File: src/rtl/fsh_pkg.sv
package fsh_pkg;
  typedef enum logic [2:0] {
    LS_IDLE = 3'd0,
    LS_REQ  = 3'd1,
    LS_WAIT = 3'd2,
    LS_ACC  = 3'd3,
    LS_REL  = 3'd4
  } ldr_state_e;
endpackage

File: src/rtl/fsh_cycle_engine.sv
module fsh_cycle_engine #(
  parameter int AW      = 20,
  parameter int DW      = 16,
  parameter int ACC_CYC = 4
) (
  input  logic          clk,
  input  logic          rst_n,
  input  logic          start,
  input  logic          wr,
  input  logic [AW-1:0] addr,
  input  logic [DW-1:0] wdata,
  input  logic          gate,
  input  logic [DW-1:0] dq_i,
  output logic          drv,
  output logic          done,
  output logic [DW-1:0] rdata,
  output logic [AW-1:0] b_addr,
  output logic [DW-1:0] b_dq_o,
  output logic          b_dq_oe,
  output logic          b_we_n,
  output logic          b_oe_n,
  output logic          b_ce_n
);
  localparam int CW = (ACC_CYC < 2) ? 1 : $clog2(ACC_CYC);
  localparam logic [CW-1:0] CNT_LOAD = CW'(ACC_CYC - 1);

  logic          busy_q, busy_d;
  logic [CW-1:0] cnt_q, cnt_d;
  logic          wr_q, wr_d;
  logic [AW-1:0] addr_q, addr_d;
  logic [DW-1:0] wd_q, wd_d;
  logic          done_q, done_d;
  logic [DW-1:0] rd_q, rd_d;

  always_comb begin
    busy_d = busy_q;
    cnt_d  = cnt_q;
    wr_d   = wr_q;
    addr_d = addr_q;
    wd_d   = wd_q;
    rd_d   = rd_q;
    done_d = 1'b0;
    if (!busy_q) begin
      if (start) begin
        busy_d = 1'b1;
        cnt_d  = CNT_LOAD;
        wr_d   = wr;
        addr_d = addr;
        wd_d   = wdata;
      end
    end else if (cnt_q == '0) begin
      busy_d = 1'b0;
      done_d = 1'b1;
      if (!wr_q) rd_d = dq_i;
    end else begin
      cnt_d = cnt_q - 1'b1;
    end
  end

  always_ff @(posedge clk or negedge rst_n) begin
    if (!rst_n) begin
      busy_q <= 1'b0;
      cnt_q  <= '0;
      wr_q   <= 1'b0;
      addr_q <= '0;
      wd_q   <= '0;
      done_q <= 1'b0;
      rd_q   <= '0;
    end else begin
      busy_q <= busy_d;
      cnt_q  <= cnt_d;
      wr_q   <= wr_d;
      addr_q <= addr_d;
      wd_q   <= wd_d;
      done_q <= done_d;
      rd_q   <= rd_d;
    end
  end

  assign drv     = busy_q & gate;
  assign done    = done_q;
  assign rdata   = rd_q;
  assign b_addr  = addr_q;
  assign b_dq_o  = wd_q;
  assign b_dq_oe = drv & wr_q;
  assign b_we_n  = ~(drv & wr_q);
  assign b_oe_n  = ~(drv & ~wr_q);
  assign b_ce_n  = ~drv;

  // completion only follows an access in progress
  p_done_after_busy_r8: assert property (@(posedge clk) disable iff (!rst_n)
    done |-> $past(busy_q) && !busy_q);
endmodule

File: src/rtl/fsh_loader_req.sv
module fsh_loader_req
  import fsh_pkg::*;
#(
  parameter int AW          = 20,
  parameter int DW          = 16,
  parameter int ACC_CYC     = 6,
  parameter int SYNC_STAGES = 2
) (
  input  logic          clk,
  input  logic          rst_n,
  input  logic          start,
  input  logic          wr,
  input  logic [AW-1:0] addr,
  input  logic [DW-1:0] wdata,
  input  logic          grant_in,
  input  logic [DW-1:0] dq_i,
  output logic          req,
  output logic          ready,
  output logic          done,
  output logic [DW-1:0] rdata,
  output logic          drv,
  output logic [AW-1:0] b_addr,
  output logic [DW-1:0] b_dq_o,
  output logic          b_dq_oe,
  output logic          b_we_n,
  output logic          b_oe_n,
  output logic          b_ce_n
);
  ldr_state_e st_q, st_d;
  logic [SYNC_STAGES-1:0] sy_q;
  logic          gs;
  logic          eng_start;
  logic          eng_done;
  logic          cmd_wr_q, cmd_wr_d;
  logic [AW-1:0] cmd_addr_q, cmd_addr_d;
  logic [DW-1:0] cmd_wd_q, cmd_wd_d;

  // grant synchronizer
  generate
    if (SYNC_STAGES == 1) begin : g_sync1
      always_ff @(posedge clk or negedge rst_n) begin
        if (!rst_n) sy_q <= '0;
        else        sy_q <= grant_in;
      end
    end else begin : g_syncn
      always_ff @(posedge clk or negedge rst_n) begin
        if (!rst_n) sy_q <= '0;
        else        sy_q <= {sy_q[SYNC_STAGES-2:0], grant_in};
      end
    end
  endgenerate
  assign gs = sy_q[SYNC_STAGES-1];

  always_comb begin
    st_d       = st_q;
    cmd_wr_d   = cmd_wr_q;
    cmd_addr_d = cmd_addr_q;
    cmd_wd_d   = cmd_wd_q;
    eng_start  = 1'b0;
    case (st_q)
      LS_IDLE: if (start) begin
        st_d       = LS_REQ;
        cmd_wr_d   = wr;
        cmd_addr_d = addr;
        cmd_wd_d   = wdata;
      end
      LS_REQ:  st_d = LS_WAIT;
      LS_WAIT: if (gs) begin
        st_d      = LS_ACC;
        eng_start = 1'b1;
      end
      LS_ACC:  if (eng_done) st_d = LS_REL;
      LS_REL:  if (!gs) st_d = LS_IDLE;
      default: st_d = LS_IDLE;
    endcase
  end

  always_ff @(posedge clk or negedge rst_n) begin
    if (!rst_n) begin
      st_q       <= LS_IDLE;
      cmd_wr_q   <= 1'b0;
      cmd_addr_q <= '0;
      cmd_wd_q   <= '0;
    end else begin
      st_q       <= st_d;
      cmd_wr_q   <= cmd_wr_d;
      cmd_addr_q <= cmd_addr_d;
      cmd_wd_q   <= cmd_wd_d;
    end
  end

  assign req   = (st_q == LS_REQ) || (st_q == LS_WAIT) || (st_q == LS_ACC);
  assign ready = (st_q == LS_IDLE);
  assign done  = eng_done;

  fsh_cycle_engine #(.AW(AW), .DW(DW), .ACC_CYC(ACC_CYC)) u_eng (
    .clk     (clk),
    .rst_n   (rst_n),
    .start   (eng_start),
    .wr      (cmd_wr_q),
    .addr    (cmd_addr_q),
    .wdata   (cmd_wd_q),
    .gate    (gs),
    .dq_i    (dq_i),
    .drv     (drv),
    .done    (eng_done),
    .rdata   (rdata),
    .b_addr  (b_addr),
    .b_dq_o  (b_dq_o),
    .b_dq_oe (b_dq_oe),
    .b_we_n  (b_we_n),
    .b_oe_n  (b_oe_n),
    .b_ce_n  (b_ce_n)
  );

  p_drive_needs_grant_r2: assert property (@(posedge clk) disable iff (!rst_n)
    drv |-> gs && grant_in);
  p_req_drop_at_done_r6: assert property (@(posedge clk) disable iff (!rst_n)
    $fell(req) |-> $past(eng_done));
  p_ready_grant_low_r7: assert property (@(posedge clk) disable iff (!rst_n)
    ready |-> !gs);
endmodule

File: src/rtl/fsh_host_grant.sv
module fsh_host_grant #(
  parameter int AW      = 20,
  parameter int DW      = 16,
  parameter int ACC_CYC = 4
) (
  input  logic          clk,
  input  logic          rst_n,
  input  logic          start,
  input  logic          wr,
  input  logic [AW-1:0] addr,
  input  logic [DW-1:0] wdata,
  input  logic          req_in,
  input  logic [DW-1:0] dq_i,
  output logic          grant,
  output logic          ready,
  output logic          done,
  output logic [DW-1:0] rdata,
  output logic          drv,
  output logic [AW-1:0] b_addr,
  output logic [DW-1:0] b_dq_o,
  output logic          b_dq_oe,
  output logic          b_we_n,
  output logic          b_oe_n,
  output logic          b_ce_n
);
  logic grant_q, grant_d;
  logic eng_start;

  // grant echoes the request once the host's own drivers are off
  always_comb grant_d = req_in & ~drv;

  always_ff @(posedge clk or negedge rst_n) begin
    if (!rst_n) grant_q <= 1'b0;
    else        grant_q <= grant_d;
  end

  assign grant     = grant_q;
  assign ready     = ~req_in & ~grant_q & ~drv;
  assign eng_start = start & ready;

  fsh_cycle_engine #(.AW(AW), .DW(DW), .ACC_CYC(ACC_CYC)) u_eng (
    .clk     (clk),
    .rst_n   (rst_n),
    .start   (eng_start),
    .wr      (wr),
    .addr    (addr),
    .wdata   (wdata),
    .gate    (1'b1),
    .dq_i    (dq_i),
    .drv     (drv),
    .done    (done),
    .rdata   (rdata),
    .b_addr  (b_addr),
    .b_dq_o  (b_dq_o),
    .b_dq_oe (b_dq_oe),
    .b_we_n  (b_we_n),
    .b_oe_n  (b_oe_n),
    .b_ce_n  (b_ce_n)
  );

  p_host_off_granted_r4: assert property (@(posedge clk) disable iff (!rst_n)
    grant |-> !drv);
  p_grant_follows_req_r3: assert property (@(posedge clk) disable iff (!rst_n)
    $rose(grant) |-> $past(req_in));
endmodule

File: src/rtl/fsh_pin_mux.sv
module fsh_pin_mux #(
  parameter int AW = 20,
  parameter int DW = 16
) (
  input  logic          h_drv,
  input  logic [AW-1:0] h_addr,
  input  logic [DW-1:0] h_dq_o,
  input  logic          h_dq_oe,
  input  logic          h_we_n,
  input  logic          h_oe_n,
  input  logic          h_ce_n,
  input  logic          l_drv,
  input  logic [AW-1:0] l_addr,
  input  logic [DW-1:0] l_dq_o,
  input  logic          l_dq_oe,
  input  logic          l_we_n,
  input  logic          l_oe_n,
  input  logic          l_ce_n,
  output logic [AW-1:0] fl_addr,
  output logic [DW-1:0] fl_dq_o,
  output logic          fl_dq_oe,
  output logic          fl_we_n,
  output logic          fl_oe_n,
  output logic          fl_ce_n
);
  always_comb begin
    fl_addr  = '0;
    fl_dq_o  = '0;
    fl_dq_oe = 1'b0;
    fl_we_n  = 1'b1;
    fl_oe_n  = 1'b1;
    fl_ce_n  = 1'b1;
    if (l_drv) begin
      fl_addr  = l_addr;
      fl_dq_o  = l_dq_o;
      fl_dq_oe = l_dq_oe;
      fl_we_n  = l_we_n;
      fl_oe_n  = l_oe_n;
      fl_ce_n  = l_ce_n;
    end else if (h_drv) begin
      fl_addr  = h_addr;
      fl_dq_o  = h_dq_o;
      fl_dq_oe = h_dq_oe;
      fl_we_n  = h_we_n;
      fl_oe_n  = h_oe_n;
      fl_ce_n  = h_ce_n;
    end
  end
endmodule

File: src/rtl/flash_share_top.sv
module flash_share_top #(
  parameter int AW          = 20,
  parameter int DW          = 16,
  parameter int HOST_ACC    = 4,
  parameter int LDR_ACC     = 6,
  parameter int SYNC_STAGES = 2
) (
  input  logic          clk,
  input  logic          rst_n,
  input  logic          host_start,
  input  logic          host_wr,
  input  logic [AW-1:0] host_addr,
  input  logic [DW-1:0] host_wdata,
  output logic          host_ready,
  output logic          host_done,
  output logic [DW-1:0] host_rdata,
  input  logic          ldr_start,
  input  logic          ldr_wr,
  input  logic [AW-1:0] ldr_addr,
  input  logic [DW-1:0] ldr_wdata,
  output logic          ldr_ready,
  output logic          ldr_done,
  output logic [DW-1:0] ldr_rdata,
  output logic          bus_req,
  output logic          bus_grant,
  output logic          host_drv,
  output logic          ldr_drv,
  output logic [AW-1:0] fl_addr,
  output logic [DW-1:0] fl_dq_o,
  output logic          fl_dq_oe,
  input  logic [DW-1:0] fl_dq_i,
  output logic          fl_ce_n,
  output logic          fl_we_n,
  output logic          fl_oe_n
);
  logic [1:0]    rs_q;
  logic          rst_s_n;
  logic [AW-1:0] h_addr, l_addr;
  logic [DW-1:0] h_dq_o, l_dq_o;
  logic          h_dq_oe, h_we_n, h_oe_n, h_ce_n;
  logic          l_dq_oe, l_we_n, l_oe_n, l_ce_n;

  // reset: asserted asynchronously, released on the clock
  always_ff @(posedge clk or negedge rst_n) begin
    if (!rst_n) rs_q <= 2'b00;
    else        rs_q <= {rs_q[0], 1'b1};
  end
  assign rst_s_n = rs_q[1];

  fsh_loader_req #(.AW(AW), .DW(DW), .ACC_CYC(LDR_ACC), .SYNC_STAGES(SYNC_STAGES)) u_ldr (
    .clk      (clk),
    .rst_n    (rst_s_n),
    .start    (ldr_start),
    .wr       (ldr_wr),
    .addr     (ldr_addr),
    .wdata    (ldr_wdata),
    .grant_in (bus_grant),
    .dq_i     (fl_dq_i),
    .req      (bus_req),
    .ready    (ldr_ready),
    .done     (ldr_done),
    .rdata    (ldr_rdata),
    .drv      (ldr_drv),
    .b_addr   (l_addr),
    .b_dq_o   (l_dq_o),
    .b_dq_oe  (l_dq_oe),
    .b_we_n   (l_we_n),
    .b_oe_n   (l_oe_n),
    .b_ce_n   (l_ce_n)
  );

  fsh_host_grant #(.AW(AW), .DW(DW), .ACC_CYC(HOST_ACC)) u_host (
    .clk     (clk),
    .rst_n   (rst_s_n),
    .start   (host_start),
    .wr      (host_wr),
    .addr    (host_addr),
    .wdata   (host_wdata),
    .req_in  (bus_req),
    .dq_i    (fl_dq_i),
    .grant   (bus_grant),
    .ready   (host_ready),
    .done    (host_done),
    .rdata   (host_rdata),
    .drv     (host_drv),
    .b_addr  (h_addr),
    .b_dq_o  (h_dq_o),
    .b_dq_oe (h_dq_oe),
    .b_we_n  (h_we_n),
    .b_oe_n  (h_oe_n),
    .b_ce_n  (h_ce_n)
  );

  fsh_pin_mux #(.AW(AW), .DW(DW)) u_mux (
    .h_drv    (host_drv),
    .h_addr   (h_addr),
    .h_dq_o   (h_dq_o),
    .h_dq_oe  (h_dq_oe),
    .h_we_n   (h_we_n),
    .h_oe_n   (h_oe_n),
    .h_ce_n   (h_ce_n),
    .l_drv    (ldr_drv),
    .l_addr   (l_addr),
    .l_dq_o   (l_dq_o),
    .l_dq_oe  (l_dq_oe),
    .l_we_n   (l_we_n),
    .l_oe_n   (l_oe_n),
    .l_ce_n   (l_ce_n),
    .fl_addr  (fl_addr),
    .fl_dq_o  (fl_dq_o),
    .fl_dq_oe (fl_dq_oe),
    .fl_we_n  (fl_we_n),
    .fl_oe_n  (fl_oe_n),
    .fl_ce_n  (fl_ce_n)
  );

  p_one_owner_r5: assert property (@(posedge clk) disable iff (!rst_s_n)
    !(host_drv && ldr_drv));
  p_idle_pins_r10: assert property (@(posedge clk) disable iff (!rst_s_n)
    !(host_drv || ldr_drv) |-> fl_ce_n && fl_we_n && fl_oe_n && !fl_dq_oe);
endmodule

File: config.mk
export PLATFORM = sky130hd
export DESIGN_NAME = flash_share_top
export DESIGN_NICKNAME = d
export VERILOG_FILES = /design/src/rtl/fsh_pkg.sv /design/src/rtl/fsh_cycle_engine.sv /design/src/rtl/fsh_loader_req.sv /design/src/rtl/fsh_host_grant.sv /design/src/rtl/fsh_pin_mux.sv /design/src/rtl/flash_share_top.sv
export SDC_FILE = /design/constraint.sdc
export NUM_CORES = 1
export LEC_CHECK = 0
export BUFFER_PORTS_ARGS = -buffer_cell sky130_fd_sc_hd__buf_2
export CORE_AREA = 8 8 167 169
export CTS_CLUSTER_SIZE = 12
export DETAILED_ROUTE_END_ITERATION = 12
export DIE_AREA = 0 0 175 177
export GPL_TIMING_DRIVEN = 0
export RECOVER_POWER = 50
export REMOVE_ABC_BUFFERS = 1
export SLEW_MARGIN = 20
export SYNTH_ARGS = -nofsm -noshare
export SYNTH_HDL_FRONTEND = slang
export SYNTH_SLANG_ARGS = --single-unit
File: constraint.sdc
create_clock -name clk -period 5.2 [get_ports clk]
set_clock_uncertainty 0.1 [all_clocks]
set_input_delay 0.26 -clock clk [delete_from_list [all_inputs] [get_ports clk]]
set_output_delay 0.26 -clock clk [all_outputs]
set_load 0.02 [all_outputs]
# Word level (Yosys, flattened, before mapping)

Index checks and enable logic that the tools add are counted.

Flip-flop bits (word level): 160
Bits of input ports: 94
Output and inout port bits: 80
Word-level logic and storage cells: 103

$add $sub $neg: 2
Equal/unequal tests: 10
Multiplexer cells: 35
Bitwise gates (word level): 20
Reduce and logical (&&, ||, !) cells: 15

Operators with widths:

| cell                                             | count |
|---|---|
| two-way mux 20 bit                               | 2 |
| two-way mux 16 bit                               | 2 |
| two-way mux 3 bit                                | 7 |
| two-way mux 1 bit                                | 20 |
| one-hot mux 3 bit (5 select lines)               | 1 |
| NOT 1 bit                                        | 11 |
| != test 2 bit, second input constant             | 5 |
| AND reduction 2 bit                              | 5 |
| bitwise AND 1 bit                                | 9 |
| == test 3 x 2 -> 1 bit, second input constant    | 2 |
| logical NOT 3 bit                                | 2 |
| two-way mux 2 bit                                | 3 |
| AND reduction 3 bit                              | 2 |
| AND reduction 4 bit                              | 1 |
| nonzero test 2 bit                               | 2 |
| == test 3 x 1 -> 1 bit, second input constant    | 1 |
| == test 3 bit, second input constant             | 1 |
| subtractor 3 x 1 -> 3 bit, second input constant | 1 |
| logical NOT 2 bit                                | 1 |
| logical OR 1 bit                                 | 2 |
| != test 2 x 1 -> 1 bit, second input constant    | 1 |
| subtractor 2 x 1 -> 2 bit, second input constant | 1 |

# Longest topological paths before layout

Gate-level depths: netlist of run 1.

Depth in word-level cells: 9
Mapped depth: 6
Gate-level depth less buffers: 5

# Cells and area by module

From an unflattened synthesis of run 1, not the netlist that was laid out.

Cells, all modules: 434
Area, all modules: 6668.9 um2

By module, submodules not included:

| module                           | times used | cells an instance | area each (um2) | seq. area each (um2) |
|---|---|---|---|---|
| fsh_cycle_engine at u_ldr.u_eng  | 1          | 138               | 2280.9          | 1451.4 |
| fsh_cycle_engine at u_host.u_eng | 1          | 133               | 2207.1          | 1426.4 |
| fsh_loader_req                   | 1          | 97                | 1614.0          | 1051.0 |
| fsh_pin_mux                      | 1          | 58                | 457.9           | 0.0 |
| fsh_host_grant                   | 1          | 5                 | 55.1            | 25.0 |
| flash_share_top                  | 1          | 3                 | 53.8            | 50.0 |

# Least setup slack after synthesis of run 1

No wires, ideal clock.

Path type: flip-flop to flip-flop
Start point: register u_ldr.st_q[1]
End point: register u_ldr.cmd_addr_q[0]
Library setup time: 125 ps
Data arrival time: 1615 ps
Required time: 4975 ps
Setup slack: 3359 ps
Stages on the path, launching flop included: 7
Path buffers: 3
Clock period less this slack: 1841 ps
Cells stage by stage: dfrtp_1 > buf_6 > nor3_2 > and2_1 > buf_6 > buf_12 > mux2_4

Longest elaborated chain between the ends: 2

Ends and longest elaborated chain:

| item                          | line                  | source |
|---|---|---|
| from (decl)                   | fsh_loader_req.sv:29  | `ldr_state_e st_q, st_d;` |
| from (signal assigned)        | fsh_loader_req.sv:85  | `st_q <= st_d;` |
| logical NOT 3 bit             | --                    |  |
| via ldr_ready                 | flash_share_top.sv:21 | `output logic ldr_ready,` |
| AND reduction 2 bit (no line) | --                    |  |
| to (signal assigned)          | fsh_loader_req.sv:87  | `cmd_addr_q <= cmd_addr_d;` |
| to (decl)                     | fsh_loader_req.sv:35  | `logic [AW-1:0] cmd_addr_q, cmd_addr_d;` |

The timed path passes the listed nets, and every way through them passes these cells.
A chain may end at the register's enable or synchronous reset.

==> results of run 1 <==
metrics by stage:
| step | cell area (µm²) | util, % | TNS (ns) | total power (W) |
|---|---|---|---|---|
| after global routing | 9600 | 37.7 | 0 | 0.00611 |
| final | 9600 | 37.7 | 0 | 0.00573 |
| after CTS | 9670 | 38.0 | 0 | 0.00586 |
| after global placement | 7960 | 31.2 | -282.42 | 0.00438 |
| after floorplan | 6670 | - | 0 | 0.00369 |
| after detailed placement | 8160 | 32.0 | 0 | 0.00449 |
per-layer routing:
metal | track usage, % | share of wire [%]
met5 | 0 | 0
met1 | 14.8 | 46
met3 | 4.01 | 6.0
met4 | 2.90 | 0.56
met2 | 19.5 | 47
flip-flops by register name, indices dropped and copies added, names as in the netlist, 2 cells and up:
register,count
u_ldr.cmd_addr_q,20
u_ldr.u_eng.b_dq_o,16
u_host.u_eng.b_addr,20
rs_q,2
u_ldr.u_eng.rdata,16
u_ldr.st_q,3
u_ldr.u_eng.b_addr,20
u_ldr.cmd_wd_q,16
u_ldr.u_eng.cnt_q,3
u_host.u_eng.cnt_q,2
u_ldr.sy_q,2
u_host.u_eng.rdata,16
u_host.u_eng.b_dq_o,16
where the power goes:
part	total (W)	switching [W]	internal (W)
Combinational	0.00225	0.00116	0.00109
Sequential	0.00221	0.000357	0.00185
Clock	0.00127	0.000499	0.000775
cell type report:
cell class                      instances  share of cell area (%)
Inverter                                9                   0.352
Sequential cell                       160                    41.7
Tap cell                              335                    4.37
Clock inverter                         11                    1.46
Multi-Input combinational cell        303                    27.6
Clock buffer                           20                    4.76
Timing Repair Buffer                  272                    19.7
worst min path at each step:
stage	startpoint	endpoint	slack, ns
floorplan	rst_n	rs_q[0]	-0.14
global placement	rst_n	rs_q[1]	-0.05
detailed placement	rst_n	rs_q[0]	-0.05
CTS	rst_n	rs_q[1]	0.04
global route	rst_n	rs_q[1]	0.07
finish	rst_n	rs_q[1]	0.07
kinds of logic (layout without fill, tap and decap cells):
logic type                 after synthesis  in the layout  share of synthesized area, %
other                                    1              1                        0.0542
buffers and inverters                   38            312                          4.14
DFF                                    160            160                          57.8
and+or+nand+nor                        141            141                          9.04
adders and majority gates                3              3                         0.542
AOI/OAI and AO/OA                       14             14                          1.41
muxes                                  144            144                          27.0
placed cells by master (no fill, tap or decap), types with 4 or more instances in the layout:
| master | Yosys | layout |
|---|---|---|
| o21ai_0 | 4 | 4 |
| clkinvlp_4 | 0 | 4 |
| dfrtp_1 | 160 | 160 |
| nand2_1 | 79 | 78 |
| nor2_1 | 8 | 8 |
| mux2_4 | 66 | 66 |
| mux2_2 | 75 | 75 |
| nand3_1 | 40 | 39 |
| inv_1 | 9 | 8 |
| dlygate4sd3_1 | 0 | 91 |
| buf_2 | 7 | 137 |
| clkinv_2 | 0 | 4 |
| clkbuf_1 | 7 | 38 |
| buf_12 | 6 | 5 |
| clkbuf_16 | 0 | 17 |
==> metrics, run 1 <==
Root Buffer=clkbuf_16; post-cts sizing count=0; Slew Limit Fails=32; ant diodes=0; final wirelength=17.9 mm; Hold Crit Class=input pin to async pin; Top FF cell, synth=dfrtp_1; failing checks=capacitance limit, slew limit; CP max-delay cell=clkbuf_1; P per Cell Area=597 nW/µm²; # fillers=2456; global-route wire length before repair=29.3 mm; final worst slack=2.16 ns; Worst-Margin Slew=1.85 ns; critical-path cell list=clkbuf_1; initial core utilization=27.2%; largest net degree at the start of global routing=51; clk sink count=160; Hold Buf Count CTS=91; post-CTS setup buffers=0; Reg2Reg Depth=1; worst r2r src=rs_q[1]; critical path type=register to async pin; hold slack final=0.0715 ns; flops & latches, synth=160; WP data required=5.26 ns; initial antenna violation count=0; clk slew on worst S/H paths=0.06 ns; CP max stage delay=1.40 ns; Pleak=4.53 nW; max-cap check violation count=1; Post-Syn Area=6920 µm²; Max VDD drop=0.280 mV; Synth Instances=501; crit end category=async pin; Synth Area per Inst=13.8 µm²; area grow syn2layout=38.6%; Final setup viols=0; placed insts=988; r2r setup slk=2.16 ns; Synth Warn #=0; CTS tree=yes; GRT Residual Overflow=0; Seq/Total Area, Yosys=57.8%; Die W=175 µm; core outline area=25500 µm²; Multi-input gate area=2650 µm²; Sequential Area=4000 µm²; status=finished, violations left; synth unique cells=34; Site Rows=59; Synth top cells by count=dfrtp_1 (160), nand2_1 (79), mux2_2 (75); drt first-iter violations=192; family with the most delay on the worst path=buffers and inverters; most frequent cell after synthesis=dfrtp_1; detailed placement HPWL=11.8 mm; Hold Fails Final Rpt=0; antenna viol nets, final=0; EDFF count, synth=0; critical path peak fanout=33; Slew Limit Headroom=-23.1%; crit start category=register; period utilization=58.5%; RSZ-0062 raised after global routing=no; GPL Wtd Cong=0.716; top cells by area, synth=dfrtp_1 (58%), mux2_4 (14%), mux2_2 (12%), nand2_1 (4.3%), nand3_1 (2.9%); final cell count without fillers=1110; Worst Setup SP=rs_q[1]; GRT Overall Usage=11.8%; via count=4749; Buf+Inv Stages, Crit Path=1; WL/cell=16.2 µm; Max Fclk=329 MHz; DRC viols=0; number of port buffers=173; fraction of layout cells with a size suffix above 1=41.5%; Clock Latency Late Sink=0.41 ns; top cell type's share of synthesized area=57.8%; CTS H-tree depth=4; dpl ws=2.95 ns; crit path to=u_ldr.u_eng.cnt_q[2]; vias in the first global route=5313; area leader, netlist=dfrtp_1; Clock Path Buffers=2; # nets final=860; critical path depth=1; worst r2r dst=u_ldr.u_eng.cnt_q[2]; min Tclk post-route=3.04 ns; Worst Path Arrival=3.10 ns; die area=31000 µm²; Async SR Flop Fraction=100%; CTS buffer count=17; Vias/cell=4.28; DR pass1 iterations=4; Ports=174; die height=177 µm
Note: power is estimated with default switching activity, not from simulation.
==> run 2: changes to the inputs <==
==> constraint.sdc (replaced) <==
create_clock -name clk -period 2.9 [get_ports clk]
set_clock_uncertainty 0.1 [all_clocks]
set_input_delay 0.145 -clock clk [delete_from_list [all_inputs] [get_ports clk]]
set_output_delay 0.145 -clock clk [all_outputs]
set_load 0.02 [all_outputs]
==> metrics, run 2 (synthesis gave the netlist of run 1 again) <==
Hold Crit Class=input pin to register (was input pin to async pin); CTS tree=yes (unchanged); WL/cell=16.1 µm (was 16.2 µm); Slew Limit Headroom=10.3% (was -23.1%); hold slack final=0.0815 ns (was 0.0715 ns); die height=177 µm (unchanged); Hold Fails Final Rpt=0 (unchanged); clk sink count=160 (unchanged); GRT Residual Overflow=0 (unchanged); RSZ-0062 raised after global routing=no (unchanged); DRC viols=0 (unchanged); family with the most delay on the worst path=buffers and inverters (unchanged); GRT Overall Usage=11.8% (unchanged); Clock Latency Late Sink=0.41 ns (about the same); Multi-input gate area=2650 µm² (unchanged); Site Rows=59 (unchanged); WP data required=2.65 ns (was 5.26 ns); CP max stage delay=0.43 ns (was 1.40 ns); area grow syn2layout=38.4% (was 38.6%); crit end category=output port (was async pin); CTS H-tree depth=4 (unchanged); initial core utilization=27.2% (unchanged); Sum Neg Setup Slack=0 ns (unchanged); Worst-Margin Slew=1.35 ns (was 1.85 ns); number of port buffers=173 (unchanged); global-route wire length before repair=29.3 mm (unchanged); Max Fclk=406 MHz; # fillers=2458 (was 2456); critical-path cell list=nand2_2 -> buf_12 -> inv_2 -> buf_12 -> nand2_1 -> nand2_1 -> buf_2 (was clkbuf_1); Root Buffer=clkbuf_16 (unchanged); final worst slack=0.436 ns (was 2.16 ns); antenna viol nets, final=0 (unchanged); detailed placement HPWL=11.8 mm (unchanged); post-route cell area=9580 µm² (was 9600 µm²); post-CTS setup buffers=0 (unchanged); DR pass1 iterations=4 (unchanged); Sequential Area=4000 µm² (unchanged); Clock Path Buffers=2 (unchanged); clk slew on worst S/H paths=0.06 ns (about the same); Ports=174 (unchanged); most frequent cells in the layout=dfrtp_1 (160), buf_2 (138), dlygate4sd3_1 (92) (was dfrtp_1 (160), buf_2 (137), dlygate4sd3_1 (91)); ant diodes=0 (unchanged); core outline area=25500 µm² (unchanged); crit start category=register (unchanged); critical path peak fanout=30 (was 33); Final setup viols=0 (unchanged); dpl ws=0.651 ns (was 2.95 ns); period utilization=85.0%; Vias/cell=4.27 (was 4.28); fraction of layout cells with a size suffix above 1=41.8% (was 41.5%); r2r setup slk=0.54 ns (was 2.16 ns); # nets final=861 (was 860); Die W=175 µm (unchanged); initial antenna violation count=0 (unchanged); min Tclk post-route=2.46 ns; Max VDD drop=0.502 mV (was 0.280 mV); vias in the first global route=5320 (was 5313); Worst Path Arrival=2.22 ns (was 3.10 ns); largest net degree at the start of global routing=51 (unchanged); GPL Wtd Cong=0.716 (unchanged); CP max-delay cell=dfrtp_1 (was clkbuf_1); critical path type=register to output port (was register to async pin); placed instance area=8160 µm² (unchanged); CTS buffer count=17 (unchanged); commonest non-fill, non-tap cell in the layout=dfrtp_1 (unchanged); P per Cell Area=1070 nW/µm² (was 597 nW/µm²); status=finished, final reports clean (was finished, violations left); Buf+Inv Stages, Crit Path=4 (was 1); Finished Core Util=37.6% (was 37.7%); post-cts sizing count=0 (unchanged); max-cap check violation count=0 (was 1); final wirelength=17.9 mm (about the same); drt first-iter violations=194 (was 192); die area=31000 µm² (unchanged); via count=4747 (was 4749); Slew Limit Fails=0 (was 32); Pleak=4.53 nW (about the same)
## run 2: cell type report
type	instances	share of cell area, %
Inverter	9	0.353
Multi-Input combinational cell	303	27.7
Clock inverter	11	1.46
Clock buffer	20	4.77
Sequential cell	160	41.8
Tap cell	335	4.37
Timing Repair Buffer	273	19.6
## run 2: worst paths after layout
path                                      from                    end  cells past startpoint
setup / recovery            u_ldr.u_eng.busy_q             fl_addr[4]                      7
max in group asynchronous              rs_q[1]  u_ldr.u_eng.b_addr[3]                      2
hold reg to reg                  u_ldr.sy_q[0]          u_ldr.sy_q[1]                      0
hold / removal                       ldr_start          u_ldr.st_q[0]                      4
setup reg to reg           u_host.u_eng.busy_q  u_host.u_eng.rdata[2]                      3
min in group asynchronous              rs_q[1]  u_host.u_eng.rdata[0]                      0
## run 2: timing repair
item	in CTS	in global routing
hold buffers	92	0
endpoints found under the hold margin	108	0
endpoints found under the setup margin	0	0
## run 2: per-stage QoR
| stage | power [W] | cells |
|---|---|---|
| 2_1_floorplan | 0.00662 | 472 |
| 3_3_place_gp | 0.00786 | 980 |
| 3_5_place_dp | 0.00805 | 988 |
| 4_1_cts | 0.0105 | 1111 |
| 5_1_grt | 0.0109 | 1111 |
| 6_report | 0.0103 | 1111 |
## run 2: worst register-to-register path: cells and delay by family (launching register included)
kind	cells	cell delay, ns
buffers and inverters	1	0.29
multiplexers	1	0.52
AND/OR/NAND/NOR	1	0.61
flip-flops	1	0.72
## run 2: where the power goes
part / internal, W / switching [W]
logic: 0.00195 / 0.00208
clock network: 0.00139 / 0.000894
registers: 0.00332 / 0.000640
total: 0.00666 / 0.00361
## run 2: metal layers
layer | part of all wire [%] | GRT usage (%) | up-vias
li1 | - | - | 2238
met1 | 46 | 14.8 | 2363
met2 | 47 | 19.5 | 139
met3 | 6.1 | 4.01 | 7
met4 | 0.56 | 2.90 | 0
met5 | 0 | 0 | -
